[config.mk]
export PLATFORM = sky130hd
export DESIGN_NAME = dc_arb_bus
export DESIGN_NICKNAME = d
export VERILOG_FILES = /design/src/rtl/dc_arb_pkg.sv /design/src/rtl/dc_arb_ctrl.sv /design/src/rtl/dc_arb_cell.sv /design/src/rtl/dc_arb_bus.sv
export SDC_FILE = /design/constraint.sdc
export NUM_CORES = 1
export LEC_CHECK = 0
export ABC_AREA = 1
export CORE_MARGIN = 10
export CORE_UTILIZATION = 25
export CTS_CLUSTER_SIZE = 12
export DETAILED_ROUTE_END_ITERATION = 8
export SETUP_SLACK_MARGIN = 0.5
export SLEW_MARGIN = 20
export SYNTH_ARGS = -nofsm -noshare
export SYNTH_HDL_FRONTEND = slang
export SYNTH_SLANG_ARGS = --single-unit
[constraint.sdc]
create_clock -name clk_i -period 2.3 [get_ports clk_i]
set_input_delay 0.69 -clock clk_i [delete_from_list [all_inputs] [get_ports clk_i]]
set_output_delay 0.69 -clock clk_i [all_outputs]
set_load 0.005 [all_outputs]
[src/rtl/dc_arb_pkg.sv]
package dc_arb_pkg;
  typedef enum logic [1:0] {
    ARB_IDLE  = 2'd0,
    ARB_OFFER = 2'd1,
    ARB_BUSY  = 2'd2
  } arb_state_e;
endpackage

[src/rtl/dc_arb_ctrl.sv]
module dc_arb_ctrl
  import dc_arb_pkg::*;
(
  input  logic clk_i,
  input  logic rst_ni,
  input  logic any_req_i,
  input  logic any_take_i,
  input  logic any_rel_i,
  output logic gnt_o,
  output logic offer_o
);
  arb_state_e state_q, state_d;

  always_comb begin
    state_d = state_q;
    unique case (state_q)
      ARB_IDLE:  if (any_req_i) state_d = ARB_OFFER;
      ARB_OFFER: state_d = any_take_i ? ARB_BUSY : ARB_IDLE;
      ARB_BUSY:  if (any_rel_i) state_d = ARB_IDLE;
      default:   state_d = ARB_IDLE;
    endcase
  end

  always_ff @(posedge clk_i or negedge rst_ni) begin
    if (!rst_ni) state_q <= ARB_IDLE;
    else         state_q <= state_d;
  end

  assign offer_o = (state_q == ARB_OFFER);
  assign gnt_o   = (state_q == ARB_OFFER) || (state_q == ARB_BUSY);


  offer_start_chk: assert property (@(posedge clk_i) disable iff (!rst_ni)
    (!gnt_o && any_req_i) |=> offer_o);

  rel_gap_chk: assert property (@(posedge clk_i) disable iff (!rst_ni)
    (gnt_o && !offer_o && any_rel_i) |=> !gnt_o);

  no_taker_chk: assert property (@(posedge clk_i) disable iff (!rst_ni)
    (offer_o && !any_take_i) |=> !gnt_o);
endmodule

[src/rtl/dc_arb_cell.sv]
module dc_arb_cell (
  input  logic clk_i,
  input  logic rst_ni,
  input  logic offer_i,
  input  logic gnt_i,
  input  logic req_i,
  input  logic rel_i,
  input  logic brk_i,
  output logic gnt_o,
  output logic take_o,
  output logic own_o,
  output logic rel_o
);
  logic own_q;

  // capture only during the offer cycle; afterwards the chain is frozen by own_q
  assign take_o = offer_i && gnt_i && req_i && !brk_i;
  assign gnt_o  = gnt_i && !brk_i && !own_q && !take_o;
  assign rel_o  = own_q && rel_i;
  assign own_o  = own_q;

  always_ff @(posedge clk_i or negedge rst_ni) begin
    if (!rst_ni)      own_q <= 1'b0;
    else if (take_o)  own_q <= 1'b1;
    else if (rel_o)   own_q <= 1'b0;
  end


  own_hold_chk: assert property (@(posedge clk_i) disable iff (!rst_ni)
    (own_q && !rel_i) |=> own_q);

  pass_src_chk: assert property (@(posedge clk_i) disable iff (!rst_ni)
    gnt_o |-> gnt_i);
endmodule

[src/rtl/dc_arb_bus.sv]
module dc_arb_bus #(
  parameter int NDEV = 4
) (
  input  logic            clk_i,
  input  logic            rst_ni,
  input  logic [NDEV-1:0] req_i,
  input  logic [NDEV-1:0] rel_i,
  input  logic [NDEV-1:0] brk_i,
  output logic            bus_gnt_o,
  output logic [NDEV-1:0] gnt_o,
  output logic [NDEV-1:0] own_o
);
  localparam int CHAIN_W = NDEV + 1;

  logic [CHAIN_W-1:0] chain;
  logic [NDEV-1:0]    take, rel_own;
  logic               root_gnt, offer;

  dc_arb_ctrl u_ctrl (
    .clk_i      (clk_i),
    .rst_ni     (rst_ni),
    .any_req_i  (|req_i),
    .any_take_i (|take),
    .any_rel_i  (|rel_own),
    .gnt_o      (root_gnt),
    .offer_o    (offer)
  );

  assign chain[0] = root_gnt;

  for (genvar k = 0; k < NDEV; k++) begin : g_cell
    dc_arb_cell u_cell (
      .clk_i   (clk_i),
      .rst_ni  (rst_ni),
      .offer_i (offer),
      .gnt_i   (chain[k]),
      .req_i   (req_i[k]),
      .rel_i   (rel_i[k]),
      .brk_i   (brk_i[k]),
      .gnt_o   (chain[k+1]),
      .take_o  (take[k]),
      .own_o   (own_o[k]),
      .rel_o   (rel_own[k])
    );
  end

  assign bus_gnt_o = root_gnt;
  assign gnt_o     = chain[CHAIN_W-1:1];


  one_owner_chk: assert property (@(posedge clk_i) disable iff (!rst_ni)
    $onehot0(own_o));

  one_take_chk: assert property (@(posedge clk_i) disable iff (!rst_ni)
    $onehot0(take));
endmodule

Yosys cells after proc, flatten, opt, wreduce, memory -nomap -nowiden. Cells that the tools add are included.

Equality and inequality tests: 4. Muxes and demuxes: 12. Reduce and logical (&&, ||, !) cells: 50.

Operators with widths (number): 1-bit logical AND (28); 1-bit logical NOT (12); 4-bit OR reduction (3); 1-bit 2-to-1 mux (8); 2-bit nonzero test (4); 2-bit 2-to-1 mux (3); 2-bit case mux with 3 select lines (1); 2-bit by 1-bit != test with 1-bit output, second input constant (2); 2-bit by 1-bit equality test with 1-bit output, second input constant (1); 2-bit equality test, second input constant (1); 2-bit logical NOT (1); 2-bit AND reduction (1); 1-bit logical OR (1).

Logic and storage cells: 71. Bits of input ports: 14. Register bits after elaboration: 6.

Depth between registers and ports, before layout. Gate-level depths: netlist of run 1.

Word-level depth: 23. Gate-level depth with buffers: 11. Gate-level depth less buffers: 11.

Hierarchy. A second synthesis of run 1 with hierarchy kept.

Cell total of the unflattened synthesis: 94. Area, all modules: 540.5 µm².

Modules (own cells, without submodules): dc_arb_cell (sequential area each 25.0 µm², area each 85.1 µm², cells each 16, instances 4); dc_arb_ctrl (sequential area each 50.0 µm², area each 166.4 µm², cells each 21, instances 1); dc_arb_bus (sequential area each 0.0 µm², area each 33.8 µm², cells each 9, instances 1).

Worst setup path before layout of run 1. Ideal clock, no wire load.

Kind: in2out. Start point: in brk_i[0]. End point: out gnt_o[3]. Path slack: 0.162 ns. Arrival: 1.448 ns. Data required time: 1.610 ns. Stages: 8. Path buffers: 1. Cell sequence: nor2_2 nand2_2 nor2_4 nand4_4 nor2_4 nand2_1 nor3_2 buf_4.

Longest elaborated chain between the ends: 19.

RTL lines: from (decl) (RTL line dc_arb_bus.sv:8) `input logic [NDEV-1:0] brk_i,`; 1-bit logical NOT (*) (RTL line dc_arb_cell.sv:17, dc_arb_cell.sv:18); 1-bit logical AND (on tied branches) (RTL line dc_arb_cell.sv:18, dc_arb_cell.sv:17); 1-bit logical AND / 1-bit logical NOT (equally long branches) (RTL line dc_arb_cell.sv:18) `assign gnt_o = gnt_i && !brk_i && !own_q && !take_o;`; 1-bit logical AND (*) (RTL line dc_arb_cell.sv:18); via g_cell[0].u_cell.gnt_o (RTL line dc_arb_cell.sv:9) `output logic gnt_o,`; 1-bit logical AND (3 in series) (RTL line dc_arb_cell.sv:17) `assign take_o = offer_i && gnt_i && req_i && !brk_i;`; 1-bit logical NOT (RTL line dc_arb_cell.sv:18); 1-bit logical AND (*) (RTL line dc_arb_cell.sv:18); 1-bit logical AND (3 in series) (RTL line dc_arb_cell.sv:17); 1-bit logical NOT (RTL line dc_arb_cell.sv:18); 1-bit logical AND (*) (RTL line dc_arb_cell.sv:18); via g_cell[2].u_cell.gnt_o (RTL line dc_arb_cell.sv:9); 1-bit logical AND (3 in series) (RTL line dc_arb_cell.sv:17); 1-bit logical NOT (RTL line dc_arb_cell.sv:18); 1-bit logical AND (*) (RTL line dc_arb_cell.sv:18); to (decl) (RTL line dc_arb_bus.sv:10) `output logic [NDEV-1:0] gnt_o,`.

The timed path passes the listed nets; every way through them passes the cells marked *.

Worst setup path in the final report of run 1.
Start point: in req_i[2]. End point: out gnt_o[3].

Longest elaborated chain between the ends: 9.

RTL lines: from (decl) (RTL line dc_arb_bus.sv:6) `input logic [NDEV-1:0] req_i,`; 1-bit logical AND (*) (2 in series) (RTL line dc_arb_cell.sv:17); 1-bit logical NOT (*) (RTL line dc_arb_cell.sv:18); 1-bit logical AND (*) (RTL line dc_arb_cell.sv:18); 1-bit logical AND (3 in series) (RTL line dc_arb_cell.sv:17); 1-bit logical NOT (RTL line dc_arb_cell.sv:18); 1-bit logical AND (*) (RTL line dc_arb_cell.sv:18).

Every way passes the cells marked *; elsewhere a longest branch is shown, timed or not.

==> metrics.md, run 1 <==
| Metric | Value |
|---|---|
| Routed Antenna Nets | `0` |
| Synth Cell Area | `547 um2` |
| Setup CP Type | `primary input to primary output` |
| H-tree depth | `1` |
| GP Congestion | `0.774` |
| Asr flop ratio synth | `100%` |
| Initial antenna violation count | `0` |
| R2r worst-path depth | `13` |
| Data arrival time of the worst path | `1.67 ns` |
| Synth Area in Compound Gates | `6.64%` |
| GRT Util Overall | `8.31%` |
| Worst hold path class | `flip-flop to flip-flop` |
| Final setup violation count | `1` |
| Diode count | `0` |
| Post-synth top area share | `27.5%` |
| Layout cells sized above 1 | `48.2%` |
| Multiplexer area fraction after synthesis | `0%` |
| Max-slew violations | `0` |
| Failing checks | `setup timing` |
| Top-count cell post-synth | `nand2_1` |
| Final wirelength | `1630 um` |
| Initial core utilization | `27.0%` |
| Clock skew | `0.00129 ns` |
| Wire length per cell | `11.7 um` |
| Hold EP | `g_cell[2].u_cell.own_o` |
| Placed Area | `863 um2` |
| YS warnings | `0` |
| Synth Area in XOR/XNOR | `0%` |
| DRT Pass-1 Iters | `4` |
| Post-Synth Simple-Gate Area | `38.4%` |
| Leakage | `0.505 nW` |
| Syn Nets | `89` |
| Seq/Total Area, Yosys | `27.5%` |
| Maximum achievable frequency | `423 MHz` |
| Synth area leaders | `dfrtp_1 (27%), nand2_1 (12%), buf_4 (11%)` |
| CP Data Required Time | `1.61 ns` |
| Seq cells post-synth | `6` |
| PD cells | `886 nW/um2` |
| P&R area growth vs syn | `77.3%` |
| CTS tree | `yes` |
| Core ar. | `2020 um2` |
| Root cell of the clock tree | `clkbuf_4` |
| Fin area | `970 um2` |
| Final Critical Period | `2.36 ns` |
| Gate count after technology mapping | `72` |
| Number of library cell types mapped by synthesis | `19` |
| Global-route wire length before repair | `2840 um` |
| Worst vdd ir | `0.461 mV` |
| Hold Vio Cnt, Final | `0` |
| DIE HEIGHT | `66.8 um` |
| Reg clk slew, reported paths | `0.05 ns` |
| Maxcap violations | `0` |
| Later-pin clock latency in the skew report | `0.25 ns` |
| Cts bufs inserted | `3` |
| DP Wirelength | `1310 um` |
| Chip width | `66.8 um` |
| PortBufs | `22` |
| Worst slew margin | `78.7%` |
| Worst hold margin | `0.605 ns` |
| Hold_sp | `g_cell[2].u_cell.own_o` |
| DRT iter0 DRCs | `11` |
| List of most frequent post-synthesis cells | `nand2_1 (17), inv_1 (12), buf_4 (8), dfrtp_1 (6)` |
| # DRC | `0` |
| Crit. End Element | `primary output` |
| Post-synth EDFFs | `0` |
| Setup ws final | `-0.0619 ns` |
| Reg-to-Reg Start | `u_ctrl.state_q[1]` |
| Leading area contributor after synthesis | `dfrtp_1` |
| Syn Area/Cell | `7.59 um2` |
| Vias | `572` |
| Crit Path Max Fanout | `2` |
| Post-synthesis adder-cell area fraction | `6.86%` |
| CTS sink cnt | `6` |
| Largest family of logic cells by synthesized area | `simple AND/OR/NAND/NOR gates` |
| Outcome | `finished, violations left` |
| Max Buffers Root-to-Sink | `2` |
| Die area | `4460 um2` |
| Total power | `0.859 mW` |
| Period utilization | `103%` |
| Rows | `16` |
| Final nets | `131` |
| Vias in the first global route | `634` |
| Hold Path Stages | `2` |
| I/O Pins | `23` |
| Worst slew pin tran | `0.319 ns` |
| R2r endpoint | `u_ctrl.state_q[1]` |
| Via density per instance | `4.12` |
| Reg2reg setup slack | `0.62 ns` |
| RSZ-0062 raised after global routing | `yes` |
| Pin count of the biggest net entering global routing | `7` |
| GR Overflow Total | `0` |
| Critical path launch point type | `primary input` |
| Main synth FF type | `dfrtp_1` |
==> layout make-up <==
class | instances | area (um2)
inverters | 14 | 52.6
repair buffers | 45 | 380
well taps | 27 | 33.8
multi-input cells | 44 | 330
flip-flops and latches | 6 | 150
fillers | 196 | 1050
clock buffers | 3 | 22.5
==> worst max path at each step <==
stage,startpoint,end,slack (ns),cells after the start
2_1_floorplan,brk_i[0],gnt_o[3],0.16,8
3_3_place_gp,brk_i[0],gnt_o[3],-0.77,9
3_5_place_dp,brk_i[0],gnt_o[3],-0.80,9
4_1_cts,u_ctrl.state_q[0],gnt_o[3],-0.10,9
5_1_grt,u_ctrl.state_q[0],gnt_o[3],-0.19,9
6_report,req_i[2],gnt_o[3],-0.06,7
==> metal layers <==
| metal | global-route usage, % | part of all wire [%] |
|---|---|---|
| met4 | 3.14 | 0.49 |
| met1 | 8.34 | 37 |
| met5 | 0 | 0 |
| met3 | 4.35 | 8.3 |
| met2 | 14.2 | 54 |
==> power by group <==
| part | leakage [nW] | switching, mW | total (mW) | internal [mW] |
|---|---|---|---|---|
| Combinational | 0.411 | 0.248 | 0.602 | 0.354 |
| Sequential | 0.0803 | 0.0198 | 0.150 | 0.130 |
| Clock | 0.0138 | 0.0472 | 0.107 | 0.0597 |
| Total | 0.505 | 0.315 | 0.859 | 0.543 |
==> timing repair <==
item                                    4_1_cts  5_1_grt
gates resized for setup                      45        4
buffers inserted                              7        2
endpoints found under the setup margin       11        7
pin swaps                                     8        4
hold buffers                                  0        0
==> placed cells by master (no fill, tap or decap) <==
master and count:
nor2_4 6, nand4_4 1, buf_2 4, nand2_1 15, nand2_2 1, clkdlybuf4s15_1 3
buf_4 20, nand3_1 1, nor2_1 4, o22ai_1 1, nor3_4 1, ha_1 1
nand2_4 2, clkbuf_4 3, o21ai_1 4, inv_1 8, ha_4 1, o21ai_0 1
nor3_2 1, ha_2 1, clkdlybuf4s50_1 8, inv_2 6, a21oi_1 1, dlygate4sd2_1 5
and3_4 1, nand3_2 1, buf_6 5, dfrtp_1 6
==> critical path: stages <==
cell             delay, ns
clkdlybuf4s50_1       0.42
nand2_1               0.09
nand2_2               0.07
nor2_4                0.12
nand2_1               0.07
nor3_2                0.09
buf_2                 0.13
==> kinds of logic after synthesis <==
logic type	Yosys count
adder cells (fa/ha/maj)	3
buffers and inverters	22
flip-flops	6
AO/OA/AOI/OAI	7
AND/OR/NAND/NOR	34
==> flip-flops by register name, indices dropped and copies added, names as in the netlist <==
register             count
g_cell.u_cell.own_o      4
u_ctrl.state_q           2
==> stage by stage <==
step	setup WS (ns)	utilization [%]	TNS [ns]	cells
after floorplan	0.164	-	0	72
after global placement	-0.775	42.7	-2.56	127
after detailed placement	-0.802	42.7	-2.67	127
after CTS	-0.102	46.8	-0.102	137
after global routing	-0.186	48.0	-0.244	139
final	-0.0619	48.0	-0.0619	139
(Power assumes the default switching activity.)
==> run 2: changes to the inputs <==
--- a/config.mk
+++ b/config.mk
@@ -10,6 +10,7 @@
 export CORE_UTILIZATION = 25
 export CTS_CLUSTER_SIZE = 12
 export DETAILED_ROUTE_END_ITERATION = 8
+export RECOVER_POWER = 25
 export SETUP_SLACK_MARGIN = 0.5
 export SLEW_MARGIN = 20
 export SYNTH_ARGS = -nofsm -noshare
==> run 2 against run 1 <==
  * The run still ends with setup timing left
  * Die area stayed put
  * Global-route usage stayed put
  * Hold slack stayed put
  * Critical path type unchanged
==> metrics.md, run 2 (synthesized netlist as in run 1, its figures left out) <==
| Metric | Value |
|---|---|
| Commonest non-fill, non-tap cell in the layout | `buf_4` |
| Wire length per cell | `11.7 um (about the same)` |
| GR Overflow Total | `0 (unchanged)` |
| Diode count | `0 (unchanged)` |
| Worst vdd ir | `0.460 mV (about the same)` |
| Cell family with most CP delay | `buffers and inverters` |
| Cts bufs inserted | `3 (unchanged)` |
| Critical Path Most Common Cell | `nand2_1` |
| Final nets | `131 (unchanged)` |
| Max reg flops | `4 (unchanged)` |
| Pin count of the biggest net entering global routing | `7 (unchanged)` |
| DP Wirelength | `1310 um (unchanged)` |
| Die area | `4460 um2 (unchanged)` |
| Setup ws final | `-0.0619 ns (unchanged)` |
| Reg clk slew, reported paths | `0.05 ns (about the same)` |
| DRT Pass-1 Iters | `4 (unchanged)` |
| Period utilization | `103% (unchanged)` |
| Final wirelength | `1630 um (about the same)` |
| Routed Antenna Nets | `0 (unchanged)` |
| Worst slew margin | `78.3% (-0.34 points)` |
| Outcome | `finished, violations left` |
| Hold Vio Cnt, Final | `0 (unchanged)` |
| Data arrival time of the worst path | `1.67 ns (about the same)` |
| Clock skew | `0.00129 ns (unchanged)` |
| CTS sink cnt | `6 (unchanged)` |
| Initial core utilization | `27.0% (unchanged)` |
| Failing checks | `setup timing` |
| Core ar. | `2020 um2 (unchanged)` |
| Maxcap violations | `0 (unchanged)` |
| Root cell of the clock tree | `clkbuf_4` |
| DIE HEIGHT | `66.8 um (unchanged)` |
| H-tree depth | `1 (unchanged)` |
| Commonest cells after routing, fill and taps aside | `buf_4 (20), nand2_1 (15), inv_1 (8)` |
| Vias | `572 (unchanged)` |
| Final Non-Filler Cells | `139 (unchanged)` |
| Buffers & Inverters on Critical Path | `2 (unchanged)` |
| Crit. End Element | `primary output` |
| Worst path slowest cell | `clkdlybuf4s50_1` |
| Rows | `16 (unchanged)` |
| Setup CP Type | `primary input to primary output` |
| PD cells | `885 nW/um2 (about the same)` |
| Hold buffer count at CTS | `0 (unchanged)` |
| Worst slew pin tran | `0.324 ns (+0.00502 ns)` |
| # DRC | `0 (unchanged)` |
| Final setup violation count | `1 (unchanged)` |
| PortBufs | `22 (unchanged)` |
| Fillcell total | `196 (unchanged)` |
| Total power | `0.858 mW (about the same)` |
| Worst hold path class | `flip-flop to flip-flop` |
| TNS Setup | `-0.0619 ns (unchanged)` |
| Layout Utilization | `48.0% (unchanged)` |
| Initial antenna violation count | `0 (unchanged)` |
| Critical path launch point type | `primary input` |
| Crit Path Max Fanout | `2 (unchanged)` |
| GRT Util Overall | `8.31% (unchanged)` |
| Via density per instance | `4.12 (unchanged)` |
| Inst Count DP | `127 (unchanged)` |
| Vias in the first global route | `634 (unchanged)` |
| CP Data Required Time | `1.61 ns (about the same)` |
| Max-slew violations | `0 (unchanged)` |
| RSZ-0062 raised after global routing | `yes` |
| DRT iter0 DRCs | `11 (unchanged)` |
| Global-route wire length before repair | `2840 um (unchanged)` |
| CTS tree | `yes` |
| Leakage | `0.506 nW (about the same)` |
| Worst path max stage delay | `0.42 ns (about the same)` |
| Final Critical Period | `2.36 ns (unchanged)` |
| Layout cells sized above 1 | `48.2% (unchanged)` |
| Crit-path cells | `clkdlybuf4s50_1, nand2_1, nand2_2, nor2_4, nand2_1, nor3_2, buf_2` |
| GP Congestion | `0.774 (unchanged)` |
| Maximum achievable frequency | `423 MHz (unchanged)` |
| I/O Pins | `23 (unchanged)` |
| Max Buffers Root-to-Sink | `2 (unchanged)` |
| Later-pin clock latency in the skew report | `0.25 ns (about the same)` |
| P&R area growth vs syn | `77.3% (unchanged)` |
| Chip width | `66.8 um (unchanged)` |
==> run 2: cell count changes in the layout (fill, tap and decap cells not counted), sizes merged <==
cell           previous run  this run
clkdlybuf4s50             8         7
dlygate4sd3               0         1
==> run 2: worst paths after layout <==
path	startpoint	to	slack, ns	cells past startpoint
worst max-delay path	req_i[2]	gnt_o[3]	-0.06	7
worst min-delay path	g_cell[2].u_cell.own_o	g_cell[2].u_cell.own_o	0.60	2
worst max register to register	u_ctrl.state_q[1]	u_ctrl.state_q[1]	0.62	13
worst min register to register	g_cell[2].u_cell.own_o	g_cell[2].u_cell.own_o	0.60	2
max in group asynchronous	rst_ni	g_cell[3].u_cell.own_o	1.29	1
min in group asynchronous	rst_ni	g_cell[0].u_cell.own_o	0.77	1
==> run 2: power breakdown <==
part           switching, mW  internal (mW)
clock network         0.0472         0.0597
logic                  0.248          0.353
registers             0.0198          0.130
==> run 2: cell type report <==
class	instances	area, um2	share of cell area [%]
clock buffer	3	22.5	2.32
inverter	14	52.6	5.42
multi-input combinational	44	330	34.1
sequential	6	150	15.5
tap	27	33.8	3.48
timing repair buffer	45	380	39.2
==> run 2: per-layer routing <==
| metal | part of all wire (%) | wire, um | track usage (%) | up-vias |
|---|---|---|---|---|
| met5 | 0 | 0 | 0 | - |
| met4 | 0.49 | 8 | 3.14 | 0 |
| met3 | 8.2 | 134 | 4.35 | 2 |
| met2 | 54 | 882 | 14.2 | 15 |
| met1 | 37 | 601 | 8.34 | 261 |
| li1 | - | - | - | 294 |
==> run 2: repair_timing <==
| item | CTS | global route |
|---|---|---|
| gates resized for setup | 45 | 4 |
| setup endpoints to repair | 11 | 7 |
| setup buffers | 7 | 2 |
| pin swaps | 8 | 4 |
==> run 2: worst reg2reg max path, delay by kind of cell, from the launching register on <==
kind / cells / cell delay (ns)
fa+ha+maj: 1 / 0.22
buf+inv: 3 / 0.29
flops: 1 / 0.38
simple gates: 9 / 0.67
==> run 2: stage by stage <==
| stage | instance area (um2) | hold WS (ns) | setup slack [ns] |
|---|---|---|---|
| 2_1_floorplan | 568 | 0.394 | 0.164 |
| 3_3_place_gp | 863 | 0.556 | -0.775 |
| 3_5_place_dp | 863 | 0.566 | -0.802 |
| 4_1_cts | 946 | 0.594 | -0.102 |
| 5_1_grt | 970 | 0.636 | -0.186 |
| 6_report | 970 | 0.605 | -0.0619 |
